## src/rtl/hdma_pkg.sv

```systemverilog
package hdma_pkg;

  typedef enum logic [2:0] {
    ST_IDLE  = 3'd0,
    ST_SYNC  = 3'd1,
    ST_WAIT  = 3'd2,
    ST_ACC_A = 3'd3,
    ST_ACC_B = 3'd4,
    ST_REL   = 3'd5
  } steal_st_e;

endpackage

```

## src/rtl/hdma_phase_gen.sv

```systemverilog
module hdma_phase_gen (
  input  logic clk2x,
  input  logic rst_n,
  output logic ph
);

  logic ph_d;

  always_comb ph_d = ~ph;

  always_ff @(posedge clk2x or negedge rst_n) begin
    if (!rst_n) ph <= 1'b0;
    else        ph <= ph_d;
  end

endmodule

```

## src/rtl/hdma_req_front.sv

```systemverilog
module hdma_req_front #(
  parameter int ADDR_W = 14,
  parameter int DATA_W = 16
) (
  input  logic              clk2x,
  input  logic              rst_n,
  input  logic              sel,
  input  logic              wr,
  input  logic              rd,
  input  logic [ADDR_W-1:0] addr,
  input  logic [DATA_W-1:0] wdata,
  input  logic              accept,
  output logic              start,
  output logic [ADDR_W-1:0] lat_addr,
  output logic [DATA_W-1:0] lat_wdata,
  output logic              lat_wr
);

  logic req_now;
  logic req_q;

  always_comb begin
    req_now = sel & (wr | rd);
    start   = accept & req_now & ~req_q;
  end

  // previous request level, for edge detection
  always_ff @(posedge clk2x or negedge rst_n) begin
    if (!rst_n) req_q <= 1'b0;
    else        req_q <= req_now;
  end

  // access descriptor latched only on an accepted start
  always_ff @(posedge clk2x or negedge rst_n) begin
    if (!rst_n) begin
      lat_addr  <= '0;
      lat_wdata <= '0;
      lat_wr    <= 1'b0;
    end else if (start) begin
      lat_addr  <= addr;
      lat_wdata <= wdata;
      lat_wr    <= wr;
    end
  end

endmodule

```

## src/rtl/hdma_wait_calc.sv

```systemverilog
module hdma_wait_calc #(
  parameter int EXT_MAX = 3,
  parameter int EXT_W   = 2,
  parameter int WS_W    = 4,
  parameter int DIV_W   = 4,
  parameter int CNT_W   = 7
) (
  input  logic [EXT_W-1:0] ext_cnt,
  input  logic [WS_W-1:0]  ws,
  input  logic             slow,
  input  logic [DIV_W-1:0] div,
  output logic [CNT_W-1:0] halves
);

  logic [CNT_W-1:0] ext_eff;
  logic [CNT_W-1:0] extra_ext;
  logic [CNT_W-1:0] extra;

  always_comb begin
    if (CNT_W'(ext_cnt) > CNT_W'(EXT_MAX)) ext_eff = CNT_W'(EXT_MAX);
    else                                    ext_eff = CNT_W'(ext_cnt);

    // first external access costs W, each further one 1+W
    if (ext_eff == '0) extra_ext = '0;
    else extra_ext = ext_eff * CNT_W'(ws) + ext_eff - CNT_W'(1);

    extra  = slow ? CNT_W'(div) : extra_ext;
    // half a core cycle plus the extra core cycles, in clk2x cycles
    halves = CNT_W'(1) + (extra << 1);
  end

endmodule

```

## src/rtl/hdma_steal_fsm.sv

```systemverilog
module hdma_steal_fsm
  import hdma_pkg::*;
#(
  parameter int CNT_W = 7
) (
  input  logic             clk2x,
  input  logic             rst_n,
  input  logic             ph,
  input  logic             start,
  input  logic [CNT_W-1:0] halves,
  input  logic             bus_hold,
  output steal_st_e        state,
  output logic             go
);

  steal_st_e        state_d;
  logic [CNT_W-1:0] cnt;
  logic [CNT_W-1:0] cnt_d;
  logic             cnt_en;
  logic             sync_done;
  logic             wait_done;

  always_comb begin
    // leaving sync on the edge that opens a second half-cycle
    sync_done = (state == ST_SYNC) & ~ph;
    // steal only on a core boundary, wait elapsed, bus free
    wait_done = (state == ST_WAIT) & (cnt == CNT_W'(1)) & ~bus_hold & ph;
    go        = wait_done;

    state_d = state;
    unique case (state)
      ST_IDLE:  if (start)     state_d = ST_SYNC;
      ST_SYNC:  if (sync_done) state_d = ST_WAIT;
      ST_WAIT:  if (wait_done) state_d = ST_ACC_A;
      ST_ACC_A:                state_d = ST_ACC_B;
      ST_ACC_B:                state_d = ST_REL;
      ST_REL:                  state_d = ST_IDLE;
      default:                 state_d = ST_IDLE;
    endcase

    cnt_en = sync_done | ((state == ST_WAIT) & (cnt > CNT_W'(1)));
    cnt_d  = sync_done ? halves : cnt - CNT_W'(1);
  end

  always_ff @(posedge clk2x or negedge rst_n) begin
    if (!rst_n) state <= ST_IDLE;
    else        state <= state_d;
  end

  always_ff @(posedge clk2x or negedge rst_n) begin
    if (!rst_n)      cnt <= CNT_W'(1);
    else if (cnt_en) cnt <= cnt_d;
  end

endmodule

```

## src/rtl/hdma_steal_arb.sv

```systemverilog
module hdma_steal_arb (
  input  logic clk2x,
  input  logic rst_n,
  input  logic ph,
  input  logic host_go,
  input  logic bdma_req,
  input  logic abuf_req,
  output logic bdma_gnt,
  output logic abuf_gnt
);

  logic bdma_d;
  logic abuf_d;
  logic bound_en;

  always_comb begin
    bound_en = ph;
    bdma_d   = ~host_go & bdma_req;
    abuf_d   = ~host_go & ~bdma_req & abuf_req;
  end

  always_ff @(posedge clk2x or negedge rst_n) begin
    if (!rst_n) begin
      bdma_gnt <= 1'b0;
      abuf_gnt <= 1'b0;
    end else if (bound_en) begin
      bdma_gnt <= bdma_d;
      abuf_gnt <= abuf_d;
    end
  end

endmodule

```

## src/rtl/hdma_steal_port.sv

```systemverilog
module hdma_steal_port
  import hdma_pkg::*;
#(
  parameter int ADDR_W  = 14,
  parameter int DATA_W  = 16,
  parameter int EXT_MAX = 3,
  parameter int WS_W    = 4,
  parameter int DIV_W   = 4,
  localparam int EXT_W  = $clog2(EXT_MAX + 1)
) (
  input  logic              clk2x,
  input  logic              rst_n,
  input  logic              host_sel,
  input  logic              host_wr,
  input  logic              host_rd,
  input  logic [ADDR_W-1:0] host_addr,
  input  logic [DATA_W-1:0] host_wdata,
  output logic [DATA_W-1:0] host_rdata,
  output logic              host_ack,
  input  logic [EXT_W-1:0]  ext_acc_cnt,
  input  logic [WS_W-1:0]   ext_wait,
  input  logic              slow_idle,
  input  logic [DIV_W-1:0]  slow_div,
  input  logic              bus_hold,
  input  logic              bdma_req,
  input  logic              abuf_req,
  output logic              bdma_gnt,
  output logic              abuf_gnt,
  output logic              steal_req,
  output logic              core_phase,
  output logic              mem_en,
  output logic              mem_we,
  output logic [ADDR_W-1:0] mem_addr,
  output logic [DATA_W-1:0] mem_wdata,
  input  logic [DATA_W-1:0] mem_rdata
);

  localparam int E_EXT_MAX  = EXT_MAX * ((1 << WS_W) - 1) + EXT_MAX - 1;
  localparam int E_SLOW_MAX = (1 << DIV_W) - 1;
  localparam int E_MAX      = (E_EXT_MAX > E_SLOW_MAX) ? E_EXT_MAX : E_SLOW_MAX;
  localparam int CNT_W      = $clog2(2 * E_MAX + 2);

  logic             ph;
  logic             start;
  logic             accept;
  logic             lat_wr;
  logic             go;
  logic             rdata_en;
  logic [CNT_W-1:0] halves;
  steal_st_e        state;

  hdma_phase_gen u_phase (
    .clk2x (clk2x),
    .rst_n (rst_n),
    .ph    (ph)
  );

  hdma_req_front #(
    .ADDR_W (ADDR_W),
    .DATA_W (DATA_W)
  ) u_front (
    .clk2x     (clk2x),
    .rst_n     (rst_n),
    .sel       (host_sel),
    .wr        (host_wr),
    .rd        (host_rd),
    .addr      (host_addr),
    .wdata     (host_wdata),
    .accept    (accept),
    .start     (start),
    .lat_addr  (mem_addr),
    .lat_wdata (mem_wdata),
    .lat_wr    (lat_wr)
  );

  hdma_wait_calc #(
    .EXT_MAX (EXT_MAX),
    .EXT_W   (EXT_W),
    .WS_W    (WS_W),
    .DIV_W   (DIV_W),
    .CNT_W   (CNT_W)
  ) u_wait (
    .ext_cnt (ext_acc_cnt),
    .ws      (ext_wait),
    .slow    (slow_idle),
    .div     (slow_div),
    .halves  (halves)
  );

  hdma_steal_fsm #(
    .CNT_W (CNT_W)
  ) u_fsm (
    .clk2x    (clk2x),
    .rst_n    (rst_n),
    .ph       (ph),
    .start    (start),
    .halves   (halves),
    .bus_hold (bus_hold),
    .state    (state),
    .go       (go)
  );

  hdma_steal_arb u_arb (
    .clk2x    (clk2x),
    .rst_n    (rst_n),
    .ph       (ph),
    .host_go  (go),
    .bdma_req (bdma_req),
    .abuf_req (abuf_req),
    .bdma_gnt (bdma_gnt),
    .abuf_gnt (abuf_gnt)
  );

  always_comb begin
    accept     = (state == ST_IDLE);
    host_ack   = (state != ST_IDLE);
    steal_req  = (state == ST_WAIT);
    mem_en     = (state == ST_ACC_A);
    mem_we     = (state == ST_ACC_A) & lat_wr;
    core_phase = ph;
    rdata_en   = (state == ST_ACC_B) & ~lat_wr;
  end

  always_ff @(posedge clk2x or negedge rst_n) begin
    if (!rst_n)        host_rdata <= '0;
    else if (rdata_en) host_rdata <= mem_rdata;
  end

endmodule

```

## config.mk

```make
export PLATFORM = sky130hd
export DESIGN_NAME = hdma_steal_port
export DESIGN_NICKNAME = d
export VERILOG_FILES = /design/src/rtl/hdma_pkg.sv /design/src/rtl/hdma_phase_gen.sv /design/src/rtl/hdma_req_front.sv /design/src/rtl/hdma_wait_calc.sv /design/src/rtl/hdma_steal_fsm.sv /design/src/rtl/hdma_steal_arb.sv /design/src/rtl/hdma_steal_port.sv
export SDC_FILE = /design/constraint.sdc
export NUM_CORES = 1
export LEC_CHECK = 0
export ABC_CLOCK_PERIOD_IN_PS = 2800
export BUFFER_PORTS_ARGS = -buffer_cell sky130_fd_sc_hd__buf_2
export CORE_ASPECT_RATIO = 0.5
export CORE_UTILIZATION = 40
export CTS_CLUSTER_SIZE = 24
export DETAILED_ROUTE_END_ITERATION = 8
export PLACE_DENSITY = 0.68
export SYNTH_ARGS = -nofsm -noshare
export SYNTH_HDL_FRONTEND = slang
export SYNTH_SLANG_ARGS = --single-unit
```

## constraint.sdc

```tcl
create_clock -name clk2x -period 2.8 [get_ports clk2x]
set_clock_uncertainty 0.05 [all_clocks]
set_input_delay 0.28 -clock clk2x [delete_from_list [all_inputs] [get_ports clk2x]]
set_output_delay 0.28 -clock clk2x [all_outputs]
set_load 0.1 [all_outputs]
```

# Word-level counts from Yosys, hierarchy flattened
# Index checks and enable logic that the tools add are counted.
# op_classes
bitwise_logic	21
n_eq_ne	8
magnitude_cmp	1
add_sub_neg	4
n_mul	1
n_reduce_logical	4
shift	0
muxes	7
div	0
# ops
op	n
$pmux W3 S5	1
$and A1 B1 Y1	13
$mux W6	2
$mux W3	3
$add A1 B7 Y7 const A	1
$eq A7 B1 Y1 const B	1
$gt A7 B1 Y1 const B	1
$logic_not A7 Y1	1
$mux W7	1
$sub A7 B1 Y7 const B	1
$add A6 B2 Y6	1
$eq A3 B2 Y1 const B	2
$mul A2 B4 Y6	1
$not A1 Y1	6
$sub A6 B1 Y6 const B	1
$ne A2 B1 Y1 const B	2
$eq A3 B1 Y1 const B	1
$eq A3 B3 Y1 const B	1
$logic_not A3 Y1	1
$reduce_and A3 Y1	1
$reduce_bool A3 Y1	1
$ne A2 B2 Y1 const B	1
$or A1 B1 Y1	2
# totals
ff_bits	61
elab_cells	56
n_memories	0
ram_bits	0
in_bits	65
latch_bits	0
mem_bits_ro	0

# Longest topological paths before layout
# Gate-level depths: netlist of run 1.
# logic_depth
ltp_word	7
ltp_mapped	10
depth_no_buf	10

# Modules after synthesis
# Synthesis of run 1 repeated with hierarchy kept, for this count alone.
# unflattened
cells_unflattened	243
area_unflattened_um2	3190.6
# by_module_without_submodules
mod	n_inst	seq_area_each_um2	cells_per_inst	area_per_inst_um2
hdma_req_front	1	800.8	69	1346.3
hdma_steal_fsm	1	251.5	68	676.9
hdma_steal_port	1	400.4	39	650.6
hdma_wait_calc	1	0.0	57	405.4
hdma_steal_arb	1	50.0	8	82.6
hdma_phase_gen	1	25.0	2	28.8

# Worst setup path after synthesis of run 1
# OpenSTA, ideal clock, no wires.
# synth_path
path_kind	reg2out
startpoint	reg u_fsm.state[1]
endpoint	out mem_we
stages_incl_launch_ff	5
t_arrival_ns	2.718
setup_slack_ns	-0.248
n_path_buf	1
cell_sequence	dfrtp_1 buf_6 nand2_1 nor2_1 and2_1
# synth_via
elab_chain_len	2
# synth_rtl
item	line	source
start: declaration	hdma_steal_fsm.sv:12	output steal_st_e state,
start signal: assignment	hdma_steal_fsm.sv:47	else state <= state_d;
$eq A3 B2 Y1	--	
via mem_en	hdma_steal_port.sv:31	output logic mem_en,
$and A1 B1 Y1	hdma_steal_port.sv:119	mem_we = (state == ST_ACC_A) & lat_wr;
end: declaration	hdma_steal_port.sv:32	output logic mem_we,
# The timed path passes the listed nets, and every way through them passes these cells.

# Worst setup path after layout of run 1
# layout_path
startpoint	in ext_acc_cnt[1]
endpoint	reg u_fsm.cnt[6]
# layout_via
elab_chain_len	7
# layout_rtl
item	line	source
start: declaration	hdma_steal_port.sv:20	input logic [EXT_W-1:0] ext_acc_cnt,
$mul A2 B4 Y6	hdma_wait_calc.sv:25	else extra_ext = ext_eff * CNT_W'(ws) + ext_eff - CNT_W'(1);
$add A6 B2 Y6	hdma_wait_calc.sv:25	
$sub A6 B1 Y6	hdma_wait_calc.sv:25	
$mux W6 (*)	hdma_wait_calc.sv:24	if (ext_eff == '0) extra_ext = '0;
$mux W6 (*)	hdma_wait_calc.sv:27	extra = slow ? CNT_W'(div) : extra_ext;
$add A1 B7 Y7 (*)	hdma_wait_calc.sv:29	halves = CNT_W'(1) + (extra << 1);
$mux W7 (*)	hdma_steal_fsm.sv:42	cnt_d = sync_done ? halves : cnt - CNT_W'(1);
end signal: assignment	hdma_steal_fsm.sv:52	else if (cnt_en) cnt <= cnt_d;
end: declaration	hdma_steal_fsm.sv:17	logic [CNT_W-1:0] cnt;
# Every way passes the cells marked *; elsewhere a longest branch is shown, timed or not.
# A chain may end at the register's enable or synchronous reset.

==> run metrics, run 1 <==
status completed; I/O Pins 118; WL final 6310 um; layout filler cell count 636; CTS HTree Levels 3; Multi-input gate area 1380 um2; Post-synth ARST share 100%; dpl ws -0.000649 ns; Sum Neg Setup Slack 0 ns; diode count 0; total of max-cap violations 0; WL/cell 14.1 um; Worst Path Required 2.91 ns; period utilization 87.9%; register area share after synthesis 50.4%; Synth Flop Type dfrtp_1; Clock Latency Late Sink 0.32 ns; Horiz. Die Dim 125 um; post-CTS setup repair buffer count 0; clock buffer depth 2; commonest non-fill, non-tap cell in the layout buf_2; flops & latches, synth 61; Max Clock Freq 406 MHz; Yosys cell types 51; core area 7320 um2; Synth Area in Compound Gates 7.96%; Die Ht 63.6 um; All-Layer GR Usage 17.2%; final hold slack 0.136 ns; Layout area overhead 34.4%; drc violations 0; nets 426; IO buf count 117; Max Slew Vio Count 0; CTS Hold Bufs 1; Root Buffer clkbuf_16; RePlAce Congestion 0.817; post-synthesis xor/xnor area fraction 1.16%; drt first pass iters 6; drt first-iter violations 117; simple-gate share of the synthesized area 8.50%; Die Area 7960 um2; EDFF count, synth 0; critical path peak fanout 6; total CTS buffers 9; syn_nets 301; worst setup margin 0.339 ns; RSZ-0062 raised after global routing no; total grt overflow 0; fin crit period 2.46 ns; Post-DRT Antenna Nets 0; Mapped Avg Cell Area 13.7 um2; synthesized instance count 222; via density per instance 4.94; dpl hpwl 4680 um; Final Hold Viols 0; final setup violation count 0; Vias 2212; Worst-Margin Slew 0.812 ns; critical path class in -> reg; max_slew headroom 45.1%; Hold Path Class in -> reg; share of layout cells above drive strength 1 54.3%; adder-cell share of the synthesized area 6.27%; vias in the first global route 2262; initial core utilization 41.4%; largest family of logic cells by synthesized area multiplexers; row cnt 22; initial antenna violation count 0; post-synthesis mux area share 21.5%; Worst EP arrival 2.57 ns; CTS tree built; synthesized area 3030 um2; Critical Path Start Type input pin; CTS Sinks 61; largest net degree at the start of global routing 49; Sequential cell area 1530 um2; Synth Warn # 0; placed cell count 431; first-pass GRT wire length 10700 um; Worst setup EP type flop; # resized after CTS 0; Clock transition at path regs 0.05 ns; most frequent cells in the layout buf_2, dfrtp_1, mux2_4; Non-Filler Instances 448
## state kept, by name, summed over array words and instances (netlist names)
| name | flops |
|---|---|
| host_rdata | 16 |
| u_front.lat_wdata | 16 |
| u_front.lat_addr | 14 |
| u_fsm.cnt | 7 |
| u_fsm.state | 3 |
| u_arb.abuf_gnt | 1 |
| u_arb.bdma_gnt | 1 |
| u_front.lat_wr | 1 |
| u_front.req_q | 1 |
| u_phase.ph | 1 |
## final cells by class
type	instances	area share [%]
Clock inverter	3	2.21
Clock buffer	13	6.63
Sequential cell	61	37.5
Timing Repair Buffer	122	15.6
Tap cell	96	2.95
Inverter	14	1.29
Multi-Input combinational cell	139	33.8
## synth_stat cells, drive strengths merged (3+ instances only)
master  number  share of area [%]
nor3         3                1.0
a21oi        7                1.2
inv         14                1.7
ha          12                5.0
xor2         3               0.87
a31oi        4               0.82
buf          7                2.4
o21ai        5               0.82
mux2        47                 21
a21o         3               0.74
dfrtp       60                 50
a221oi       3               0.87
nand2       14                1.7
nor2         6               0.74
## stage by stage
| step | utilization (%) | area [um2] |
|---|---|---|
| final | 55.7 | 4080 |
| after global routing | 55.7 | 4080 |
| after CTS | 55.7 | 4080 |
| after detailed placement | 50.6 | 3710 |
| after global placement | 50.6 | 3710 |
| after floorplan | - | 3040 |
## critical path, stage by stage
cell	delay [ns]
buf_2	0.13
nand2_1	0.07
ha_1	0.31
fa_1	0.51
inv_1	0.04
ha_1	0.22
fa_1	0.41
a21o_1	0.19
a21oi_1	0.16
xor2_1	0.17
o22ai_1	0.09
## kinds of logic (layout without fill, tap and decap cells)
kind of cell	Yosys count	in the layout
fa+ha+maj	14	14
compound gates	33	33
mux	48	48
buf+inv	22	152
simple gates	40	40
xor+xnor	4	4
flops	61	61
## worst paths after layout
path | startpoint | endpoint | slack, ns | depth (start not counted)
min in group asynchronous | rst_n | host_rdata[8] | 0.35 | 2
worst max-delay path | ext_acc_cnt[1] | u_fsm.cnt[6] | 0.34 | 11
worst min register to register | u_arb.abuf_gnt | u_arb.abuf_gnt | 0.44 | 1
worst min-delay path | host_addr[0] | u_front.lat_addr[0] | 0.14 | 2
max in group asynchronous | rst_n | host_rdata[7] | 1.44 | 3
worst max register to register | u_fsm.state[2] | u_front.lat_addr[0] | 0.64 | 4
## routing by layer
metal | share of wire (%) | up-vias | global-route usage (%)
li1 | - | 1043 | -
met1 | 43 | 1108 | 20.2
met2 | 53 | 55 | 30.8
met3 | 3.5 | 6 | 4.16
met4 | 1.0 | 0 | 6.10
met5 | 0 | - | 0
Power of run 1 is not shown: default switching activity piles up to over one toggle a cycle in this logic, so the estimate is an artifact.
==> run 2, diff against run 1 <==
--- a/config.mk
+++ b/config.mk
@@ -11,7 +11,8 @@
 export CORE_UTILIZATION = 40
 export CTS_CLUSTER_SIZE = 24
 export DETAILED_ROUTE_END_ITERATION = 8
-export PLACE_DENSITY = 0.68
+export PLACE_DENSITY = 0.67
 export SYNTH_ARGS = -nofsm -noshare
 export SYNTH_HDL_FRONTEND = slang
+export SYNTH_HIERARCHICAL = 1
 export SYNTH_SLANG_ARGS = --single-unit
==> run metrics, run 2 <==
status completed; Max Slew Vio Count 0; cell taking the most area after synthesis dfrtp_1; top cells by area, synth dfrtp_1, mux2_4, mux2_2; WL/cell 14.3 um; Die Area 8360 um2; Layout area overhead 30.3%; Worst-Margin Slew 0.765 ns; Worst setup EP type flop; clock buffer depth 2; initial antenna violation count 0; depth of the most critical reg-to-reg path 5; CTS HTree Levels 3; grt met2 use 33.1%; # resized after CTS 0; diode count 0; final setup violation count 0; dpl hpwl 5160 um; nets 445; Die Ht 65.2 um; cell area after layout 4160 um2; initial core utilization 42.5%; Post-DRT Antenna Nets 0; fin crit period 2.37 ns; All-Layer GR Usage 17.0%; most frequent cells in the layout buf_2, dfrtp_1, mux2_4; Clock transition at path regs 0.05 ns; period utilization 84.8%; Post-synth ARST share 100%; grt met3 use 5.46%; synthesized instance count 243; drt first-iter violations 112; total CTS buffers 9; WL final 6870 um; worst setup margin 0.426 ns; CP cell instances buf_2, nand2_1, ha_1, fa_1, inv_1, ha_1, fa_1, nand3_1, a211o_1, nand2_1, nor2_1, a21oi_1; IO buf count 117; Synth Warn # 6; EDFF count, synth 0; critical path peak fanout 9; CTS Hold Bufs 0; RePlAce Congestion 0.783; RSZ-0062 raised after global routing no; max_slew headroom 49.0%; Synth Flop Type dfrtp_1; I/O Pins 118; met1 Use GR 18.2%; post-CTS setup repair buffer count 0; Mapped Avg Cell Area 13.1 um2; Final Hold Viols 0; leading registers by flop count host_rdata (16), u_front/lat_wdata (16), u_front/lat_addr (14); slowest CP cell fa_1; Reg-to-Reg Start u_fsm/state[0]; drc violations 0; register area share after synthesis 47.9%; largest net degree at the start of global routing 62; Clock Latency Late Sink 0.32 ns; vias in the first global route 2322; synthesized area 3190 um2; row cnt 22; Yosys top cell area share 47.1%; share of layout cells above drive strength 1 53.6%; reg2reg end u_front/lat_wr; Hold Path Class in -> async; drt first pass iters 4; area post-placement 3830 um2; CTS Sinks 61; FF-to-FF setup slack 0.65 ns; core area 7510 um2; critical path class in -> reg; WP buf/inv 2; Final Util 55.3%; Vias 2281; Max Clock Freq 421 MHz; commonest non-fill, non-tap cell in the layout buf_2; CTS tree built; Sum Neg Setup Slack 0 ns; Horiz. Die Dim 128 um; via density per instance 4.76; CP peak stage delay 0.52 ns; busiest metal layer after global routing met2; Yosys cell types 50; critical path depth 12; syn_nets 322; dpl ws 0.0969 ns; total grt overflow 0; Critical Path Start Type input pin; first-pass GRT wire length 10900 um; family with the most delay on the worst path adder cells; total of max-cap violations 0; synth cell count leaders dfrtp_1, mux2_4, nand2_1; flops & latches, synth 61; top-count cell post-synth dfrtp_1; Worst EP arrival 2.52 ns; Root Buffer clkbuf_16; Worst Path Required 2.94 ns
[run 2: final cells by class]
type	count	area, um2
clock buffer	12	256
clock inverter	4	70.1
fill	663	3360
inverter	15	56.3
multi-input combinational	158	1500
sequential	61	1530
tap	108	135
timing repair buffer	121	616
[run 2: worst max-delay path by stage]
| stage | slack, ns | start | to |
|---|---|---|---|
| 6_report | 0.43 | ext_acc_cnt[1] | u_fsm/cnt[6] |
| 5_1_grt | 0.30 | ext_acc_cnt[1] | u_fsm/cnt[3] |
| 4_1_cts | 0.44 | ext_acc_cnt[1] | u_fsm/cnt[6] |
| 3_5_place_dp | 0.1 | ext_acc_cnt[1] | u_fsm/cnt[6] |
| 3_3_place_gp | 0.19 | ext_acc_cnt[1] | u_fsm/cnt[6] |
| 2_1_floorplan | 0.32 | ext_acc_cnt[1] | u_fsm/cnt[6] |
[run 2: metal layers]
metal	part of all wire [%]	vias up
met5	0	-
met4	0.51	0
met3	4.3	2
met2	56	51
met1	40	1126
li1	-	1102
[run 2: cells by family (layout without fill, tap and decap cells)]
group	after synthesis	after routing	share of synthesized area (%)
compound gates	35	35	8.31
xor+xnor	2	2	0.549
mux	50	50	20.9
buf+inv	24	152	5.41
fa+ha+maj	14	14	5.96
other cells	1	1	0.118
flops	61	61	47.9
simple gates	56	56	10.8
[run 2: per-stage QoR]
stage          instances  hold slack, ns
2_1_floorplan        243         -0.0656
3_3_place_gp         463           0.420
3_5_place_dp         463           0.441
4_1_cts              479          0.0995
5_1_grt              479           0.127
6_report             479          0.0601
Power of run 2 is left out for the same reason.
